[src/rtl/gpio_port_pkg.sv]
package gpio_port_pkg;

  // word indices (byte offset >> 2)
  localparam int unsigned OFS_OUT      = 0;
  localparam int unsigned OFS_OUT_SET  = 1;
  localparam int unsigned OFS_OUT_CLR  = 2;
  localparam int unsigned OFS_IN       = 3;
  localparam int unsigned OFS_DIR      = 4;
  localparam int unsigned OFS_DIR_SET  = 5;
  localparam int unsigned OFS_DIR_CLR  = 6;
  localparam int unsigned OFS_ERR      = 7;
  localparam int unsigned OFS_CFG_BASE = 128;

  typedef enum logic [1:0] {
    PULL_NONE = 2'b00,
    PULL_DOWN = 2'b01,
    PULL_RSVD = 2'b10,
    PULL_UP   = 2'b11
  } pull_e;

  typedef struct packed {
    pull_e pull;   // [3:2]
    logic  disc;   // [1]
    logic  dir;    // [0]
  } pin_cfg_t;

  localparam pin_cfg_t CFG_RESET = '{pull: PULL_NONE, disc: 1'b1, dir: 1'b0};

endpackage

[src/rtl/gpio_pin_cell.sv]
module gpio_pin_cell
  import gpio_port_pkg::*;
(
  input  logic     clk_i,
  input  logic     rst_ni,
  input  pin_cfg_t cfg_i,
  input  logic     out_lvl_i,
  input  logic     ext_drv_i,
  input  logic     ext_lvl_i,
  output logic     in_o
);

  logic in_q, in_d;

  always_comb begin
    in_d = in_q;
    if (cfg_i.disc) begin
      in_d = 1'b0;
    end else if (cfg_i.dir) begin
      in_d = out_lvl_i;
    end else if (ext_drv_i) begin
      in_d = ext_lvl_i;
    end else begin
      case (cfg_i.pull)
        PULL_UP:   in_d = 1'b1;
        PULL_DOWN: in_d = 1'b0;
        default:   in_d = in_q;  // floating: keep last sample
      endcase
    end
  end

  always_ff @(posedge clk_i or negedge rst_ni) begin
    if (!rst_ni) in_q <= 1'b0;
    else         in_q <= in_d;
  end

  assign in_o = in_q;

endmodule

[src/rtl/gpio_contention_mon.sv]
module gpio_contention_mon #(
  parameter int unsigned NUM_PINS = 32
) (
  input  logic                clk_i,
  input  logic                rst_ni,
  input  logic [NUM_PINS-1:0] oe_i,
  input  logic [NUM_PINS-1:0] out_i,
  input  logic [NUM_PINS-1:0] ext_drv_i,
  input  logic [NUM_PINS-1:0] ext_lvl_i,
  input  logic                clr_we_i,
  input  logic [NUM_PINS-1:0] clr_mask_i,
  output logic [NUM_PINS-1:0] flags_o,
  output logic                pulse_o
);

  logic [NUM_PINS-1:0] short_now, short_q, flags_q, clr_eff;
  logic                pulse_q;

  assign short_now = oe_i & ext_drv_i & (ext_lvl_i ^ out_i);
  assign clr_eff   = clr_we_i ? clr_mask_i : '0;

  always_ff @(posedge clk_i or negedge rst_ni) begin
    if (!rst_ni) begin
      flags_q <= '0;
      short_q <= '0;
      pulse_q <= 1'b0;
    end else begin
      flags_q <= (flags_q & ~clr_eff) | short_now;  // new short wins over clear
      short_q <= short_now;
      pulse_q <= |(short_now & ~short_q);
    end
  end

  assign flags_o = flags_q;
  assign pulse_o = pulse_q;

endmodule

[src/rtl/gpio_port_ctrl.sv]
module gpio_port_ctrl
  import gpio_port_pkg::*;
#(
  parameter int unsigned NUM_PINS = 32,
  parameter int unsigned DATA_W   = 32,
  parameter int unsigned ADDR_W   = 12
) (
  input  logic                clk_i,
  input  logic                rst_ni,
  input  logic                req_i,
  input  logic                we_i,
  input  logic [ADDR_W-1:0]   addr_i,
  input  logic [DATA_W-1:0]   wdata_i,
  output logic                rvalid_o,
  output logic [DATA_W-1:0]   rdata_o,
  input  logic [NUM_PINS-1:0] pin_drv_i,
  input  logic [NUM_PINS-1:0] pin_lvl_i,
  output logic [NUM_PINS-1:0] pad_oe_o,
  output logic [NUM_PINS-1:0] pad_out_o,
  output logic                err_pulse_o
);

  localparam int unsigned WORD_W = ADDR_W - 2;
  localparam int unsigned IDX_W  = (NUM_PINS > 1) ? $clog2(NUM_PINS) : 1;

  localparam logic [WORD_W-1:0] W_OUT     = WORD_W'(OFS_OUT);
  localparam logic [WORD_W-1:0] W_OUT_SET = WORD_W'(OFS_OUT_SET);
  localparam logic [WORD_W-1:0] W_OUT_CLR = WORD_W'(OFS_OUT_CLR);
  localparam logic [WORD_W-1:0] W_IN      = WORD_W'(OFS_IN);
  localparam logic [WORD_W-1:0] W_DIR     = WORD_W'(OFS_DIR);
  localparam logic [WORD_W-1:0] W_DIR_SET = WORD_W'(OFS_DIR_SET);
  localparam logic [WORD_W-1:0] W_DIR_CLR = WORD_W'(OFS_DIR_CLR);
  localparam logic [WORD_W-1:0] W_ERR     = WORD_W'(OFS_ERR);
  localparam logic [WORD_W-1:0] W_CFG     = WORD_W'(OFS_CFG_BASE);
  localparam logic [WORD_W-1:0] W_NPINS   = WORD_W'(NUM_PINS);

  logic [WORD_W-1:0]   word, cfg_off;
  logic                wr, rd, cfg_hit;
  logic [IDX_W-1:0]    cfg_idx;
  logic [NUM_PINS-1:0] wmask;
  logic                unused_addr;

  assign word        = addr_i[ADDR_W-1:2];
  assign unused_addr = ^addr_i[1:0];
  assign wr          = req_i & we_i;
  assign rd          = req_i & ~we_i;
  assign cfg_off     = word - W_CFG;
  assign cfg_hit     = (word >= W_CFG) && (cfg_off < W_NPINS);
  assign cfg_idx     = cfg_off[IDX_W-1:0];
  assign wmask       = wdata_i[NUM_PINS-1:0];

  logic [NUM_PINS-1:0] out_q, out_d;
  logic [NUM_PINS-1:0] dir_vec, dir_d;
  logic [NUM_PINS-1:0] in_vec, err_vec;
  pin_cfg_t            cfg_q [NUM_PINS];

  // output latch
  always_comb begin
    out_d = out_q;
    if (wr) begin
      case (word)
        W_OUT:     out_d = wmask;
        W_OUT_SET: out_d = out_q | wmask;
        W_OUT_CLR: out_d = out_q & ~wmask;
        default:   out_d = out_q;
      endcase
    end
  end

  always_ff @(posedge clk_i or negedge rst_ni) begin
    if (!rst_ni) out_q <= '0;
    else         out_q <= out_d;
  end

  // packed direction view
  always_comb begin
    dir_d = dir_vec;
    if (wr) begin
      case (word)
        W_DIR:     dir_d = wmask;
        W_DIR_SET: dir_d = dir_vec | wmask;
        W_DIR_CLR: dir_d = dir_vec & ~wmask;
        default:   dir_d = dir_vec;
      endcase
    end
  end

  // per-pin config words; dir bit shared with packed view
  for (genvar g = 0; g < NUM_PINS; g++) begin : g_pin
    assign dir_vec[g] = cfg_q[g].dir;

    always_ff @(posedge clk_i or negedge rst_ni) begin
      if (!rst_ni) begin
        cfg_q[g] <= CFG_RESET;
      end else if (wr && cfg_hit && (cfg_idx == IDX_W'(g))) begin
        cfg_q[g] <= pin_cfg_t'(wdata_i[3:0]);
      end else begin
        cfg_q[g].dir <= dir_d[g];
      end
    end

    gpio_pin_cell u_cell (
      .clk_i     (clk_i),
      .rst_ni    (rst_ni),
      .cfg_i     (cfg_q[g]),
      .out_lvl_i (out_q[g]),
      .ext_drv_i (pin_drv_i[g]),
      .ext_lvl_i (pin_lvl_i[g]),
      .in_o      (in_vec[g])
    );
  end

  gpio_contention_mon #(.NUM_PINS(NUM_PINS)) u_mon (
    .clk_i      (clk_i),
    .rst_ni     (rst_ni),
    .oe_i       (dir_vec),
    .out_i      (out_q),
    .ext_drv_i  (pin_drv_i),
    .ext_lvl_i  (pin_lvl_i),
    .clr_we_i   (wr && (word == W_ERR)),
    .clr_mask_i (wmask),
    .flags_o    (err_vec),
    .pulse_o    (err_pulse_o)
  );

  // read path, one cycle latency
  logic [DATA_W-1:0] rd_mux, rdata_q;
  logic              rvalid_q;

  always_comb begin
    rd_mux = '0;
    case (word)
      W_OUT, W_OUT_SET, W_OUT_CLR: rd_mux[NUM_PINS-1:0] = out_q;
      W_IN:                        rd_mux[NUM_PINS-1:0] = in_vec;
      W_DIR, W_DIR_SET, W_DIR_CLR: rd_mux[NUM_PINS-1:0] = dir_vec;
      W_ERR:                       rd_mux[NUM_PINS-1:0] = err_vec;
      default: if (cfg_hit) rd_mux[3:0] = cfg_q[cfg_idx];
    endcase
  end

  always_ff @(posedge clk_i or negedge rst_ni) begin
    if (!rst_ni) begin
      rvalid_q <= 1'b0;
      rdata_q  <= '0;
    end else begin
      rvalid_q <= rd;
      if (rd) rdata_q <= rd_mux;
    end
  end

  assign rvalid_o  = rvalid_q;
  assign rdata_o   = rdata_q;
  assign pad_oe_o  = dir_vec;
  assign pad_out_o = out_q;

endmodule

[config.mk]
export PLATFORM = sky130hd
export DESIGN_NAME = gpio_port_ctrl
export DESIGN_NICKNAME = d
export VERILOG_FILES = /design/src/rtl/gpio_port_pkg.sv /design/src/rtl/gpio_pin_cell.sv /design/src/rtl/gpio_contention_mon.sv /design/src/rtl/gpio_port_ctrl.sv
export SDC_FILE = /design/constraint.sdc
export NUM_CORES = 1
export LEC_CHECK = 0
export ABC_AREA = 1
export BUFFER_PORTS_ARGS = -buffer_cell sky130_fd_sc_hd__clkbuf_2
export CORE_ASPECT_RATIO = 1.1
export CORE_UTILIZATION = 50
export CTS_BUF_LIST = sky130_fd_sc_hd__clkbuf_4
export CTS_CLUSTER_SIZE = 20
export DETAILED_ROUTE_END_ITERATION = 7
export PLACE_DENSITY = 0.75
export SETUP_SLACK_MARGIN = 0.1
export SYNTH_ARGS = -nofsm -noshare
export SYNTH_HDL_FRONTEND = slang
export SYNTH_SLANG_ARGS = --single-unit
[constraint.sdc]
create_clock -name clk_i -period 3.2 [get_ports clk_i]
set_input_delay 0.64 -clock clk_i [delete_from_list [all_inputs] [get_ports clk_i]]
set_output_delay 0.64 -clock clk_i [all_outputs]
set_load 0.01 [all_outputs]
* Yosys cells after proc, flatten, opt, wreduce, memory -nomap -nowiden *
Index checks and enable logic that the tools add are counted.

cells by class
  mux-type cells = 170
  bitwise logic cells = 17
  reductions and logical operators = 170
  $lt $le $gt $ge = 3
  equal/unequal tests = 102
  $add $sub $neg = 1

operators by type and width
  cell                                                               count
  32-bit AND                                                         6
  32-bit one-hot mux with 3 select lines                             2
  5-bit nonzero test                                                 32
  1-bit 2-to-1 mux                                                   128
  4-bit nonzero test                                                 32
  28-bit one-hot mux with 4 select lines                             1
  32-bit inverter                                                    3
  32-bit OR                                                          3
  5-bit == test (second input constant)                              16
  2-bit AND reduction                                                33
  2-bit by 1-bit == test with 1-bit output (second input constant)   32
  2-bit == test (second input constant)                              32
  32-bit 2-to-1 mux                                                  2
  1-bit one-hot mux with 2 select lines                              32
  2-bit nonzero test                                                 32
  10-bit by 3-bit == test with 1-bit output (second input constant)  4
  5-bit by 4-bit == test with 1-bit output (second input constant)   8
  1-bit logical AND                                                  35
  32-bit OR reduction                                                1
  32-bit XOR                                                         1
  4-bit binary-select mux with 5-bit select                          1
  10-bit by 2-bit == test with 1-bit output (second input constant)  2
  5-bit by 3-bit == test with 1-bit output (second input constant)   4
  4-bit one-hot mux with 4 select lines                              1
  15 further kinds                                                   20

word-level totals
  input port bits = 112
  word-level logic and storage cells = 597
  register bits = 290
  output and inout bits = 98

* Depth between registers and ports, before layout *
  word-level depth = 7
  depth in mapped cells = 12
  gate-level depth less buffers = 11

* By module *
From an unflattened synthesis, not the netlist that was laid out.

unflattened totals
  cells, all modules = 2,372
  area total of the unflattened synthesis = 16,553.4 sq um

modules (own cells, without submodules)
  module               cells an instance  times used  sequential area each (sq um)  area each (sq um)
  gpio_port_ctrl       1,517              1           4,869.7                       10,889.2
  gpio_contention_mon  471                1           1,626.6                       3,301.9
  gpio_pin_cell        12                 32          25.0                          73.8

* Worst setup path before layout *
No wires, ideal clock.

  kind = input to register
  from = in addr_i[9]
  to = reg cfg_q (netlist bit pad_oe_o[20])
  data arrival time = 2,013 ps
  slack = 1,104 ps
  cell stages on the path = 10
  required time = 3,117 ps
  path through = inv_1 ha_1 xnor2_1 nand4_1 nor2_2 buf_4 nand3_1 o21ai_0 nand2_1 o21ai_0

between the ends
  word-level cells in the longest chain between the ends = 7

RTL lines
  item                                                                              line                  RTL
  from (decl)                                                                       gpio_port_ctrl.sv:12  input logic [ADDR_W-1:0] addr_i,
  10-bit by 8-bit subtractor with 10-bit output                                     gpio_port_ctrl.sv:47  assign cfg_off = word - W_CFG;
  10-bit by 6-bit less-than comparator with 1-bit output                            gpio_port_ctrl.sv:48  assign cfg_hit = (word >= W_CFG) && (cfg_off < W_NPINS);
  1-bit logical AND                                                                 gpio_port_ctrl.sv:48
  1-bit logical AND (2 in series)                                                   gpio_port_ctrl.sv:95  end else if (wr && cfg_hit && (cfg_idx == IDX_W'(g))) begin
  4-bit nonzero test (no source line) / 2-bit nonzero test (equally long branches)  n/a
  2-bit AND reduction (no source line)                                              n/a
  to (signal, indexed assignment)                                                   gpio_port_ctrl.sv:96  cfg_q[g] <= pin_cfg_t'(wdata_i[3:0]);
  to (decl)                                                                         gpio_port_ctrl.sv:55  pin_cfg_t cfg_q [NUM_PINS];

Several ways; a longest one is shown, not always the timed one. The select of a mux whose other input is x is not followed.
A chain may end at the register's enable or synchronous reset.

* Worst setup path in the final report *
  from = reg cfg_q (netlist bit pad_oe_o[3])
  to = out pad_oe_o[3]

RTL lines
  item       line                  RTL
  to (decl)  gpio_port_ctrl.sv:18  output logic [NUM_PINS-1:0] pad_oe_o,

No word-level cell between the ends.

==> impl_metrics.tcl <==
set metrics [dict create \
    synth-edff-count 0 \
    htree_levels 3 \
    post_cts_resized 0 \
    coreArea_mm2 0.0306 \
    cp-start-kind "register" \
    crit_start "pad_oe_o[3]" \
    cts_max_path_buffers 3 \
    dr.pass1.iters 7 \
    fmax_mhz 487 \
    period_minus_slack_ns 2.06 \
    num-nets-final 2448 \
    holdPathStages 4 \
    die-area_mm2 0.0320 \
    r2r-end "u_mon.pulse_o" \
    yosysSeqAreaShare_pct 46.7 \
    synth_top_area_share_pct 41.3 \
    place_inst 2668 \
    fp.dieW_um 171 \
    rsz0062_at_grt "no" \
    grt_util_all_layers_pct 31.9 \
    crit_family "flip-flops" \
    start_util_pct 51.1 \
    async_flop_share_pct 100 \
    wl_per_cell_um 17.8 \
    fin_setup_tns_ns 0 \
    fin_crit_sh_pct 64.2 \
    pin_count 210 \
    hold_path_class "primary input to register" \
    powerDensity_mw_per_mm2 455 \
    slowest_delay_ns 0.49 \
    drc 0 \
    cap_violations 0 \
    fin_worst_skew_ns 0.0555 \
    grt_max_degree 93 \
    syn_nets 2246 \
    leakage_nw 9.16 \
    syn_inst 2133 \
    synth_area_leaders "dfrtp_1 41%, nand2_1 18%, o21ai_0 10%, dfstp_2 5.4%, inv_1 4.9%" \
    synth_warnings 0 \
    path_buf_inv 1 \
    crit_chain "clkbuf_2" \
    grt_pass1_wl_mm 78.7 \
    slew_headroom_pct 46.3 \
    synth_seq_cells 290 \
    synth_most_common_cell "nand2_1" \
    area_growth_pct 15.1 \
    num_rows 67 \
    r2r_setup_slack_ns 1.45 \
    hold_end "g_pin[5].u_cell.in_o" \
    antenna_left 0 \
    pre_cts_ws_ns 0.496 \
    criticalPathCategory "register to output port" \
    ys.flop_type "dfrtp_1" \
    crit_path_max_fanout 6 \
    drt-initial-drc-count 1593 \
    worst_pin_slew_ns 0.805 \
    drive_gt1_share_pct 18.8 \
    final-hold-violation-count 0 \
    numCtsBuffers 78 \
    routed_wl_mm 50.1 \
    critPathCaptureType "output port" \
    grt_pass1_vias 14800 \
    ir_drop_mv 0.239 \
    slowest_stage "dfrtp_1" \
    vias 15700 \
    status "completed" \
    cts_tree "done" \
    dpl.hpwl_mm 35.0 \
    hp-start "pin_drv_i[5]" \
    portBuffers 207 \
    synth_area_mm2 0.0156 \
    cts-root-buf "clkbuf_4" \
    die_height_um 187 \
    worst_ep_arrival_time_ns 1.42 \
    yosysTopAreaCell "dfrtp_1" \
    overflow 0 \
    place_congestion 0.957 \
    clock-sinks 290 \
    antenna_found_initial 4 \
    clock_latency_ns 0.76 \
    fin_cells 2815 \
    timing.rr.start "pad_oe_o[31]" \
    setup_viol 0 \
    finalWorstSetupSlack_ns 1.14 \
    slew_viol_final 0 \
    yosysUniqueCellTypes 39 \
    timing.hold.ws_ns 0.174 \
    clk_pin_slew_worst_paths_ns 0.06 \
    crit_required_ns 2.56 \
    vias_per_cell 5.56 \
    synthTopCellsByCount "744 x nand2_1, 320 x o21ai_0, 258 x dfrtp_1, 203 x inv_1, 167 x nor2_1" \
    reg2reg_depth 9 \
    synth_area_per_cell_um2 7.33 \
]
[power breakdown]
group	leakage [nW]	switching (mW)	internal [mW]	total [mW]
clock network	0.648	1.59	1.98	3.57
logic	4.77	0.524	0.238	0.763
registers	3.74	0.0690	3.77	3.84
[through the flow]
stage | power [mW] | util, % | area, um2
finish | 8.18 | 58.8 | 18000
global route | 8.52 | 58.8 | 18000
CTS | 8.21 | 58.8 | 18000
detailed placement | 4.66 | 55.2 | 16900
global placement | 4.64 | 55.2 | 16900
floorplan | 4.28 | - | 15600
[flip-flops by register name (all words and copies together) (netlist names)]
| name | cells |
|---|---|
| cfg_q | 96 |
| g_pin.u_cell.in_o | 32 |
| pad_oe_o | 32 |
| pad_out_o | 32 |
| rdata_o | 32 |
| u_mon.flags_o | 32 |
| u_mon.short_q | 32 |
| rvalid_o | 1 |
| u_mon.pulse_o | 1 |
[cell type report]
class	instances	area (um2)
fill	2815	12600
inverter	207	777
sequential	290	7300
tap	414	518
timing repair buffer	266	1590
clock inverter	11	96.3
multi-input combinational	1492	6720
antenna	5	12.5
clock buffer	130	976
[kinds of logic (layout without fill, tap and decap cells)]
| family | after synthesis | in the layout | share of synthesized area [%] |
|---|---|---|---|
| muxes | 13 | 13 | 0.832 |
| xor gates and xnor gates | 1 | 1 | 0.0560 |
| buffers and inverters | 351 | 614 | 10.5 |
| other | 0 | 5 | 0 |
| DFF | 290 | 290 | 46.7 |
| and+or+nand+nor | 1008 | 1008 | 25.6 |
| adders and majority gates | 1 | 1 | 0.0800 |
| AOI/OAI and AO/OA | 469 | 469 | 16.3 |
[placed cells by master (no fill, tap or decap), types with 8 or more instances in the layout]
cell and n:
nor2_1 164, and3_1 30, o22ai_1 15, buf_12 8, clkbuf_4 130, inv_1 203
o21ai_0 320, a211oi_1 11, a21oi_1 56, o21ai_1 20, dfstp_2 32, o2111ai_1 28
a22oi_1 14, nand2_1 744, nand3_1 49, buf_4 50, clkbuf_2 206, mux2i_1 13
dfrtp_1 258
[routing by layer]
| metal | up-vias | global-route usage, % | share of wire (%) |
|---|---|---|---|
| li1 | 7273 | - | - |
| met1 | 7347 | 42.1 | 40 |
| met2 | 886 | 50.7 | 46 |
| met3 | 155 | 6.41 | 10 |
| met4 | 2 | 14.0 | 3.9 |
| met5 | - | 0 | 0.024 |
[worst max path at each step]
| stage | to | cells past startpoint |
|---|---|---|
| after global placement | rdata_o[11] | 9 |
| after CTS | pad_oe_o[3] | 1 |
| after global routing | rdata_o[12] | 9 |
| after floorplan | pad_oe_o[20] | 10 |
| after detailed placement | rdata_o[12] | 9 |
| final | pad_oe_o[3] | 1 |
[timing repair]
item	CTS	global route
endpoints found under the hold margin	58	0
endpoints found under the setup margin	0	0
hold buffers	1	0
buffers inserted	0	0
(Power assumes the default switching activity.)
